$ cat src/rtl/irq_seq_pkg.sv
package irq_seq_pkg;
  localparam int unsigned PC_W      = 16;
  localparam int unsigned PHASE_CYC = 4;

  typedef enum logic [1:0] {
    ST_IDLE,
    ST_WAKE,
    ST_ENT,
    ST_RET
  } seq_st_e;
endpackage

$ cat src/rtl/irq_prio_enc.sv
module irq_prio_enc #(
  parameter int unsigned N     = 8,
  localparam int unsigned IDX_W = (N > 1) ? $clog2(N) : 1
) (
  input  logic [N-1:0]     req_i,
  output logic             any_o,
  output logic [IDX_W-1:0] idx_o,
  output logic [N-1:0]     onehot_o
);
  // scan downward so the lowest set bit is the last written
  always_comb begin
    idx_o    = '0;
    onehot_o = '0;
    for (int i = N - 1; i >= 0; i--) begin
      if (req_i[i]) begin
        idx_o    = IDX_W'(i);
        onehot_o = '0;
        onehot_o[i] = 1'b1;
      end
    end
  end

  assign any_o = |req_i;
endmodule

$ cat src/rtl/irq_seq_ctrl.sv
module irq_seq_ctrl
  import irq_seq_pkg::*;
#(
  parameter int unsigned SU_W      = 8,
  parameter int unsigned SLEEP_PEN = 4,
  localparam int unsigned CNT_W    = SU_W + 2
) (
  input  logic            clk_i,
  input  logic            rst_ni,
  input  logic            insn_done_i,
  input  logic            sei_i,
  input  logic            cli_i,
  input  logic            reti_i,
  input  logic            sleep_i,
  input  logic [SU_W-1:0] startup_i,
  input  logic            any_i,
  output logic            gie_o,
  output logic            busy_o,
  output logic            take_o,
  output logic            push_lo_o,
  output logic            push_hi_o,
  output logic            pop_hi_o,
  output logic            pop_lo_o,
  output logic            cap_hi_o,
  output logic            cap_lo_o,
  output logic            ld_vec_o,
  output logic            ld_ret_o
);
  localparam logic [CNT_W-1:0] LAST = CNT_W'(PHASE_CYC - 1);

  seq_st_e          st_q;
  logic [CNT_W-1:0] cnt_q;
  logic             gie_q;
  logic             shadow_q;
  logic             take_norm, take_sleep, start_ret;

  always_comb begin
    take_norm  = (st_q == ST_IDLE) && insn_done_i && gie_q && any_i &&
                 !sei_i && !cli_i && !reti_i && !shadow_q;
    take_sleep = (st_q == ST_IDLE) && !insn_done_i && sleep_i && gie_q && any_i;
    start_ret  = (st_q == ST_IDLE) && insn_done_i && reti_i;
  end

  assign take_o = take_norm | take_sleep;

  always_ff @(posedge clk_i or negedge rst_ni) begin
    if (!rst_ni) begin
      st_q     <= ST_IDLE;
      cnt_q    <= '0;
      gie_q    <= 1'b0;
      shadow_q <= 1'b0;
    end else begin
      unique case (st_q)
        ST_IDLE: begin
          if (take_o) begin
            gie_q <= 1'b0;
            if (take_sleep) begin
              st_q  <= ST_WAKE;
              cnt_q <= CNT_W'(startup_i) + CNT_W'(SLEEP_PEN - 1);
            end else begin
              st_q  <= ST_ENT;
              cnt_q <= '0;
            end
          end else if (start_ret) begin
            st_q     <= ST_RET;
            cnt_q    <= '0;
            shadow_q <= 1'b0;
          end else if (insn_done_i) begin
            shadow_q <= 1'b0;
            if (sei_i)      gie_q <= 1'b1;
            else if (cli_i) gie_q <= 1'b0;
          end
        end
        ST_WAKE: begin
          if (cnt_q == '0) st_q <= ST_ENT;
          else             cnt_q <= cnt_q - 1'b1;
        end
        ST_ENT: begin
          if (cnt_q == LAST) begin
            st_q  <= ST_IDLE;
            cnt_q <= '0;
          end else begin
            cnt_q <= cnt_q + 1'b1;
          end
        end
        ST_RET: begin
          if (cnt_q == LAST) begin
            st_q     <= ST_IDLE;
            cnt_q    <= '0;
            gie_q    <= 1'b1;
            shadow_q <= 1'b1;
          end else begin
            cnt_q <= cnt_q + 1'b1;
          end
        end
        default: st_q <= ST_IDLE;
      endcase
    end
  end

  always_comb begin
    push_lo_o = (st_q == ST_ENT) && (cnt_q == CNT_W'(0));
    push_hi_o = (st_q == ST_ENT) && (cnt_q == CNT_W'(1));
    ld_vec_o  = (st_q == ST_ENT) && (cnt_q == LAST);
    pop_hi_o  = (st_q == ST_RET) && (cnt_q == CNT_W'(0));
    pop_lo_o  = (st_q == ST_RET) && (cnt_q == CNT_W'(1));
    cap_hi_o  = pop_lo_o;
    cap_lo_o  = (st_q == ST_RET) && (cnt_q == CNT_W'(2));
    ld_ret_o  = (st_q == ST_RET) && (cnt_q == LAST);
  end

  assign gie_o  = gie_q;
  assign busy_o = (st_q != ST_IDLE);

  p_boundary_only_r3: assert property (@(posedge clk_i) disable iff (!rst_ni)
    $rose(busy_o) && !$past(sleep_i) |-> $past(insn_done_i));

  p_gie_low_entry_r7: assert property (@(posedge clk_i) disable iff (!rst_ni)
    (st_q == ST_ENT || st_q == ST_WAKE) |-> !gie_q);

  p_ret_sets_gie_r9: assert property (@(posedge clk_i) disable iff (!rst_ni)
    ld_ret_o |=> gie_q && !busy_o);

  p_no_take_off_r12: assert property (@(posedge clk_i) disable iff (!rst_ni)
    (st_q == ST_IDLE && !gie_q) |=> !(st_q == ST_ENT || st_q == ST_WAKE));
endmodule

$ cat src/rtl/irq_stack_port.sv
module irq_stack_port
  import irq_seq_pkg::*;
#(
  parameter int unsigned SP_W   = 16,
  parameter logic [SP_W-1:0] SP_RST = SP_W'(16'h00FF)
) (
  input  logic            clk_i,
  input  logic            rst_ni,
  input  logic            idle_i,
  input  logic            sp_ld_i,
  input  logic [SP_W-1:0] sp_ld_val_i,
  input  logic            take_i,
  input  logic [PC_W-1:0] pc_i,
  input  logic            push_lo_i,
  input  logic            push_hi_i,
  input  logic            pop_hi_i,
  input  logic            pop_lo_i,
  input  logic            cap_hi_i,
  input  logic            cap_lo_i,
  input  logic [7:0]      mem_rdata_i,
  output logic            mem_we_o,
  output logic            mem_re_o,
  output logic [SP_W-1:0] mem_addr_o,
  output logic [7:0]      mem_wdata_o,
  output logic [SP_W-1:0] sp_o,
  output logic [PC_W-1:0] ret_pc_o
);
  logic [SP_W-1:0] sp_q;
  logic [PC_W-1:0] pc_q;
  logic [7:0]      hi_q, lo_q;
  logic            pop;

  assign pop = pop_hi_i | pop_lo_i;

  always_ff @(posedge clk_i or negedge rst_ni) begin
    if (!rst_ni) begin
      sp_q <= SP_RST;
      pc_q <= '0;
      hi_q <= '0;
      lo_q <= '0;
    end else begin
      if (take_i) pc_q <= pc_i;
      if (push_lo_i || push_hi_i)  sp_q <= sp_q - SP_W'(1);
      else if (pop)                sp_q <= sp_q + SP_W'(1);
      else if (idle_i && sp_ld_i)  sp_q <= sp_ld_val_i;
      if (cap_hi_i) hi_q <= mem_rdata_i;
      if (cap_lo_i) lo_q <= mem_rdata_i;
    end
  end

  // low byte goes in first, so it sits at the higher address
  always_comb begin
    mem_we_o    = push_lo_i | push_hi_i;
    mem_re_o    = pop;
    mem_addr_o  = pop ? sp_q + SP_W'(1) : sp_q;
    mem_wdata_o = push_hi_i ? pc_q[15:8] : (push_lo_i ? pc_q[7:0] : 8'h00);
  end

  assign sp_o     = sp_q;
  assign ret_pc_o = {hi_q, lo_q};

  p_push_dec_r6: assert property (@(posedge clk_i) disable iff (!rst_ni)
    push_lo_i |=> push_hi_i && (sp_q == $past(sp_q) - SP_W'(1)));

  p_pop_inc_r9: assert property (@(posedge clk_i) disable iff (!rst_ni)
    pop_hi_i |=> pop_lo_i && (sp_q == $past(sp_q) + SP_W'(1)));
endmodule

$ cat src/rtl/irq_seq.sv
module irq_seq
  import irq_seq_pkg::*;
#(
  parameter int unsigned NUM_IRQ   = 8,
  parameter int unsigned SP_W      = 16,
  parameter int unsigned SU_W      = 8,
  parameter int unsigned SLEEP_PEN = 4,
  parameter logic [SP_W-1:0] SP_RST   = SP_W'(16'h00FF),
  parameter logic [15:0]     VEC_BASE = 16'h0002,
  localparam int unsigned IDX_W = (NUM_IRQ > 1) ? $clog2(NUM_IRQ) : 1
) (
  input  logic               clk_i,
  input  logic               rst_ni,
  input  logic [NUM_IRQ-1:0] irq_req_i,
  input  logic               insn_done_i,
  input  logic               sei_i,
  input  logic               cli_i,
  input  logic               reti_i,
  input  logic               sleep_i,
  input  logic [SU_W-1:0]    startup_cyc_i,
  input  logic [15:0]        pc_i,
  input  logic               sp_ld_i,
  input  logic [SP_W-1:0]    sp_ld_val_i,
  input  logic [7:0]         mem_rdata_i,
  output logic               gie_o,
  output logic               busy_o,
  output logic [NUM_IRQ-1:0] irq_ack_o,
  output logic               pc_ld_o,
  output logic [15:0]        pc_ld_val_o,
  output logic [SP_W-1:0]    sp_o,
  output logic               mem_we_o,
  output logic               mem_re_o,
  output logic [SP_W-1:0]    mem_addr_o,
  output logic [7:0]         mem_wdata_o
);
  logic               any, take;
  logic [IDX_W-1:0]   idx;
  logic [NUM_IRQ-1:0] win;
  logic               push_lo, push_hi, pop_hi, pop_lo, cap_hi, cap_lo;
  logic               ld_vec, ld_ret;
  logic [PC_W-1:0]    vec_q, ret_pc;
  logic [NUM_IRQ-1:0] ack_q;

  irq_prio_enc #(.N(NUM_IRQ)) u_prio (
    .req_i    (irq_req_i),
    .any_o    (any),
    .idx_o    (idx),
    .onehot_o (win)
  );

  irq_seq_ctrl #(.SU_W(SU_W), .SLEEP_PEN(SLEEP_PEN)) u_ctrl (
    .clk_i       (clk_i),
    .rst_ni      (rst_ni),
    .insn_done_i (insn_done_i),
    .sei_i       (sei_i),
    .cli_i       (cli_i),
    .reti_i      (reti_i),
    .sleep_i     (sleep_i),
    .startup_i   (startup_cyc_i),
    .any_i       (any),
    .gie_o       (gie_o),
    .busy_o      (busy_o),
    .take_o      (take),
    .push_lo_o   (push_lo),
    .push_hi_o   (push_hi),
    .pop_hi_o    (pop_hi),
    .pop_lo_o    (pop_lo),
    .cap_hi_o    (cap_hi),
    .cap_lo_o    (cap_lo),
    .ld_vec_o    (ld_vec),
    .ld_ret_o    (ld_ret)
  );

  irq_stack_port #(.SP_W(SP_W), .SP_RST(SP_RST)) u_stack (
    .clk_i       (clk_i),
    .rst_ni      (rst_ni),
    .idle_i      (!busy_o),
    .sp_ld_i     (sp_ld_i),
    .sp_ld_val_i (sp_ld_val_i),
    .take_i      (take),
    .pc_i        (pc_i),
    .push_lo_i   (push_lo),
    .push_hi_i   (push_hi),
    .pop_hi_i    (pop_hi),
    .pop_lo_i    (pop_lo),
    .cap_hi_i    (cap_hi),
    .cap_lo_i    (cap_lo),
    .mem_rdata_i (mem_rdata_i),
    .mem_we_o    (mem_we_o),
    .mem_re_o    (mem_re_o),
    .mem_addr_o  (mem_addr_o),
    .mem_wdata_o (mem_wdata_o),
    .sp_o        (sp_o),
    .ret_pc_o    (ret_pc)
  );

  always_ff @(posedge clk_i or negedge rst_ni) begin
    if (!rst_ni) begin
      vec_q <= '0;
      ack_q <= '0;
    end else begin
      ack_q <= take ? win : '0;
      if (take) vec_q <= VEC_BASE + (PC_W'(idx) << 1);
    end
  end

  assign irq_ack_o   = ack_q;
  assign pc_ld_o     = ld_vec | ld_ret;
  assign pc_ld_val_o = ld_vec ? vec_q : ret_pc;

  p_ack_onehot_r5: assert property (@(posedge clk_i) disable iff (!rst_ni)
    (ack_q != '0) |-> $onehot(ack_q) && busy_o);

  p_pc_ld_single_r4: assert property (@(posedge clk_i) disable iff (!rst_ni)
    pc_ld_o |=> !pc_ld_o && !busy_o);

  p_we_in_seq_r6: assert property (@(posedge clk_i) disable iff (!rst_ni)
    (mem_we_o || mem_re_o) |-> busy_o);
endmodule

$ cat config.mk
export PLATFORM = sky130hd
export DESIGN_NAME = irq_seq
export DESIGN_NICKNAME = d
export VERILOG_FILES = /design/src/rtl/irq_seq_pkg.sv /design/src/rtl/irq_prio_enc.sv /design/src/rtl/irq_seq_ctrl.sv /design/src/rtl/irq_stack_port.sv /design/src/rtl/irq_seq.sv
export SDC_FILE = /design/constraint.sdc
export NUM_CORES = 1
export LEC_CHECK = 0
export BUFFER_PORTS_ARGS = -buffer_cell sky130_fd_sc_hd__buf_2
export CAP_MARGIN = 20
export CORE_ASPECT_RATIO = 1.5
export CORE_UTILIZATION = 40
export DETAILED_ROUTE_END_ITERATION = 8
export GPL_ROUTABILITY_DRIVEN = 0
export GPL_TIMING_DRIVEN = 0
export SYNTH_ARGS = -nofsm -noshare
export SYNTH_HDL_FRONTEND = slang
export SYNTH_SLANG_ARGS = --single-unit
$ cat constraint.sdc
create_clock -name clk_i -period 7.4 [get_ports clk_i]
set_input_delay 1.48 -clock clk_i [delete_from_list [all_inputs] [get_ports clk_i]]
set_output_delay 1.48 -clock clk_i [all_outputs]
set_load 0.02 [all_outputs]
==> metrics.csv <==
metric,value,unit
clk_lat worst skew,0.34,ns
status,finished clean,
Placeable Area,13000,um2
Num CTS Buffers,9,
Setup TNS,0,ns
die area,13800,um2
min Tclk post-route,4.72,ns
cell mode on critical path,buf_2,
cell taking the most area after synthesis,dfrtp_1,
"most common cell after layout, fill and taps aside",buf_2,
Port Buf Inserts,132,
peak supply drop,0.000161,V
"Distinct cells, synth",83,
HPWL Detailed,12000,um
PD cells,438,nW/um2
Worst setup SP type,flop,
Ant. Diodes,0,
syn_nets,677,
Synth Register Bits,74,
GRT Resource Usage Total,0.244,
largest net degree at the start of global routing,44,
final period utilization,0.638,
sequential share of the synthesized area,0.350,
Iteration-0 DRC Markers,279,
share of cells above drive strength 1,0.303,
"Data arrival, critical path",3.24,ns
grt ovf,0,
Leak,0.00287,uW
Die X,96.2,um
number of cells on the critical path,11,
Critical-path top delay cell,nor2_1,
Synth top area share,0.310,
number of global-route vias before repair,5138,
WL final,16000,um
Max Fclk,212,MHz
post-synthesis xor/xnor area fraction,0.0477,
Final Power,2860,uW
hold buffers post-CTS,0,
Ys Warns,0,
Initial Util,0.411,
number of synthesized flops with an enable pin,0,
"Net count, final",821,
crit-path cells,clkbuf_1 -> inv_1 -> ha_1 -> buf_2 -> nor2_1 -> nor3_4 -> nand2_4 -> clkinv_1 -> nand3_1 -> xnor2_1 -> buf_2,
drt pass-1 iters,6,
DRC violation count after routing,0,
syn avg cell area,8.89,um2
post-synthesis compound-gate area fraction,0.187,
CP required,5.92,ns
clock transition at the registers of the reported paths,0.06,ns
max_cap viols,0,
"Setup Fix Bufs, Post-CTS",0,
CP peak stage delay,0.49,ns
# fillers,1271,
final setup violation count,0,
Slew Limit Fails,0,
worst r2r path cells,11,
post-cts resize count,0,
CP top delay family,buffers and inverters,
"Async S/R FF share, synth",1.00,
Syn Std Cell Area,5320,um2
RSZ-0062 raised after global routing,no,
CP Class,flop to primary output,
# rows,51,
clock sinks,74,
Root Driver,clkbuf_16,
area growth from synthesis to layout,22.7,%
Final Hold Viols,0,
WP buf/inv,5,
Post-synth top flop,dfrtp_1,
Via density,5.72,
critical path endpoint category,primary output,
worst hold stages,1,
Synth Area in Adders,0.0329,
worst hold path class,flop to flop,
Worst-Margin Slew,0.859,ns
I/O pin total,133,
ranking of synthesized cells by area,"dfrtp_1 31%, mux2_2 7.6%, nor2_1 4.2%",
Clock Tree Buf Depth,2,
Synth Instances,599,
WL/cell,17.7,um
"commonest cells after routing, fill and taps aside","143 x buf_2, 66 x dfrtp_1, 60 x nor2_1",
mux cell area share after synthesis,0.0837,
initial antenna violation count,0,
routed vias,5187,
chip height,143,um
H-tree levels,3,
global-route wire length before repair,26000,um
Routed Antenna Nets,0,
largest fanout on the critical path,10,
TritonCTS clock tree,done,
main combinational cell family by area after synthesis,simple AND/OR/NAND/NOR gates,
simple-gate portion of the synthesized area,0.246,
Rel. slew slack,0.422,
Fin Clk Skew,0.00879,ns
## layout make-up
class,count,area [um2],share of cell area
inverters,21,78.8,0.0121
well taps,159,199,0.0305
multi-input cells,461,3180,0.487
plain buffers,43,199,0.0305
clock inverters,6,91.3,0.0140
clock buffers,10,229,0.0351
flip-flops and latches,74,1860,0.285
repair buffers,133,691,0.106
## synthesized netlist by cell type (3+ instances only)
cell type / instances
nand3_1: 14
nor2_1: 60
nor4_1: 11
dfrtp_1: 66
and2_1: 14
dfstp_2: 8
nand4_1: 11
ha_1: 14
xor2_1: 14
a21oi_1: 26
o21a_1: 6
mux2i_1: 4
buf_2: 12
a22o_1: 3
nor3_1: 19
nand2b_1: 4
o221ai_1: 7
nand3b_1: 3
o21ai_0: 30
a21o_1: 5
a31oi_1: 5
xnor2_1: 15
o22ai_1: 4
o22a_1: 4
nor3b_1: 3
inv_1: 19
clkbuf_1: 22
or3_1: 6
o211ai_1: 10
and4_1: 5
mux2_2: 36
nand2_1: 43
or4_1: 6
buf_1: 5
a211oi_1: 5
and3_1: 11
o31ai_1: 5
## stage by stage
stage          instances  area (um2)  setup slack [ns]  hold slack (ns)  utilization
4_1_cts              907        6530              2.69            0.499        0.504
5_1_grt              907        6530              2.50            0.512        0.504
2_1_floorplan        599        5320              3.38            0.453            -
3_5_place_dp         891        6210              3.07            0.485        0.480
3_3_place_gp         890        6180              3.08            0.467        0.477
6_report             907        6530              2.68            0.494        0.504
## state kept, by name, indices dropped and copies added, names as in the netlist
signal,cells
vec_q,4
u_stack.hi_q,8
irq_ack_o,8
u_stack.sp_o,16
u_stack.lo_q,8
u_stack.pc_q,16
u_ctrl.shadow_q,1
u_ctrl.gie_o,1
u_ctrl.cnt_q,10
u_ctrl.st_q,2
## path summary, 6_finish.rpt
path	start	endpoint	slack, ns
min in group asynchronous	rst_ni	u_stack.hi_q[1]	1.08
min	vec_q[1]	vec_q[1]	0.49
max reg2reg	u_ctrl.cnt_q[1]	u_stack.sp_o[10]	4.39
max in group asynchronous	rst_ni	u_stack.sp_o[3]	5.69
max	u_ctrl.cnt_q[1]	mem_addr_o[5]	2.68
min reg2reg	vec_q[1]	vec_q[1]	0.49
## where the power goes
| part | internal, uW | leakage [uW] | switching (uW) |
|---|---|---|---|
| combinational | 622 | 0.00183 | 1040 |
| sequential | 600 | 0.000893 | 123 |
| clock | 297 | 0.000145 | 182 |
| total | 1520 | 0.00287 | 1340 |
## kinds of logic after synthesis
group,count (synthesis)
adders and majority gates,14
xor gates and xnor gates,29
muxes,40
and+or+nand+nor,236
buffers and inverters,64
AOI/OAI and AO/OA,142
DFF,74
## per-layer routing
metal,track usage,part of all wire,wire (um),up-vias
li1,-,-,-,2491
met1,0.291,0.40,6490,2459
met2,0.428,0.52,8260,202
met3,0.0383,0.055,875,35
met4,0.0974,0.026,409,0
met5,0,0,0,-
No activity file was read; power rests on OpenSTA's default activity.
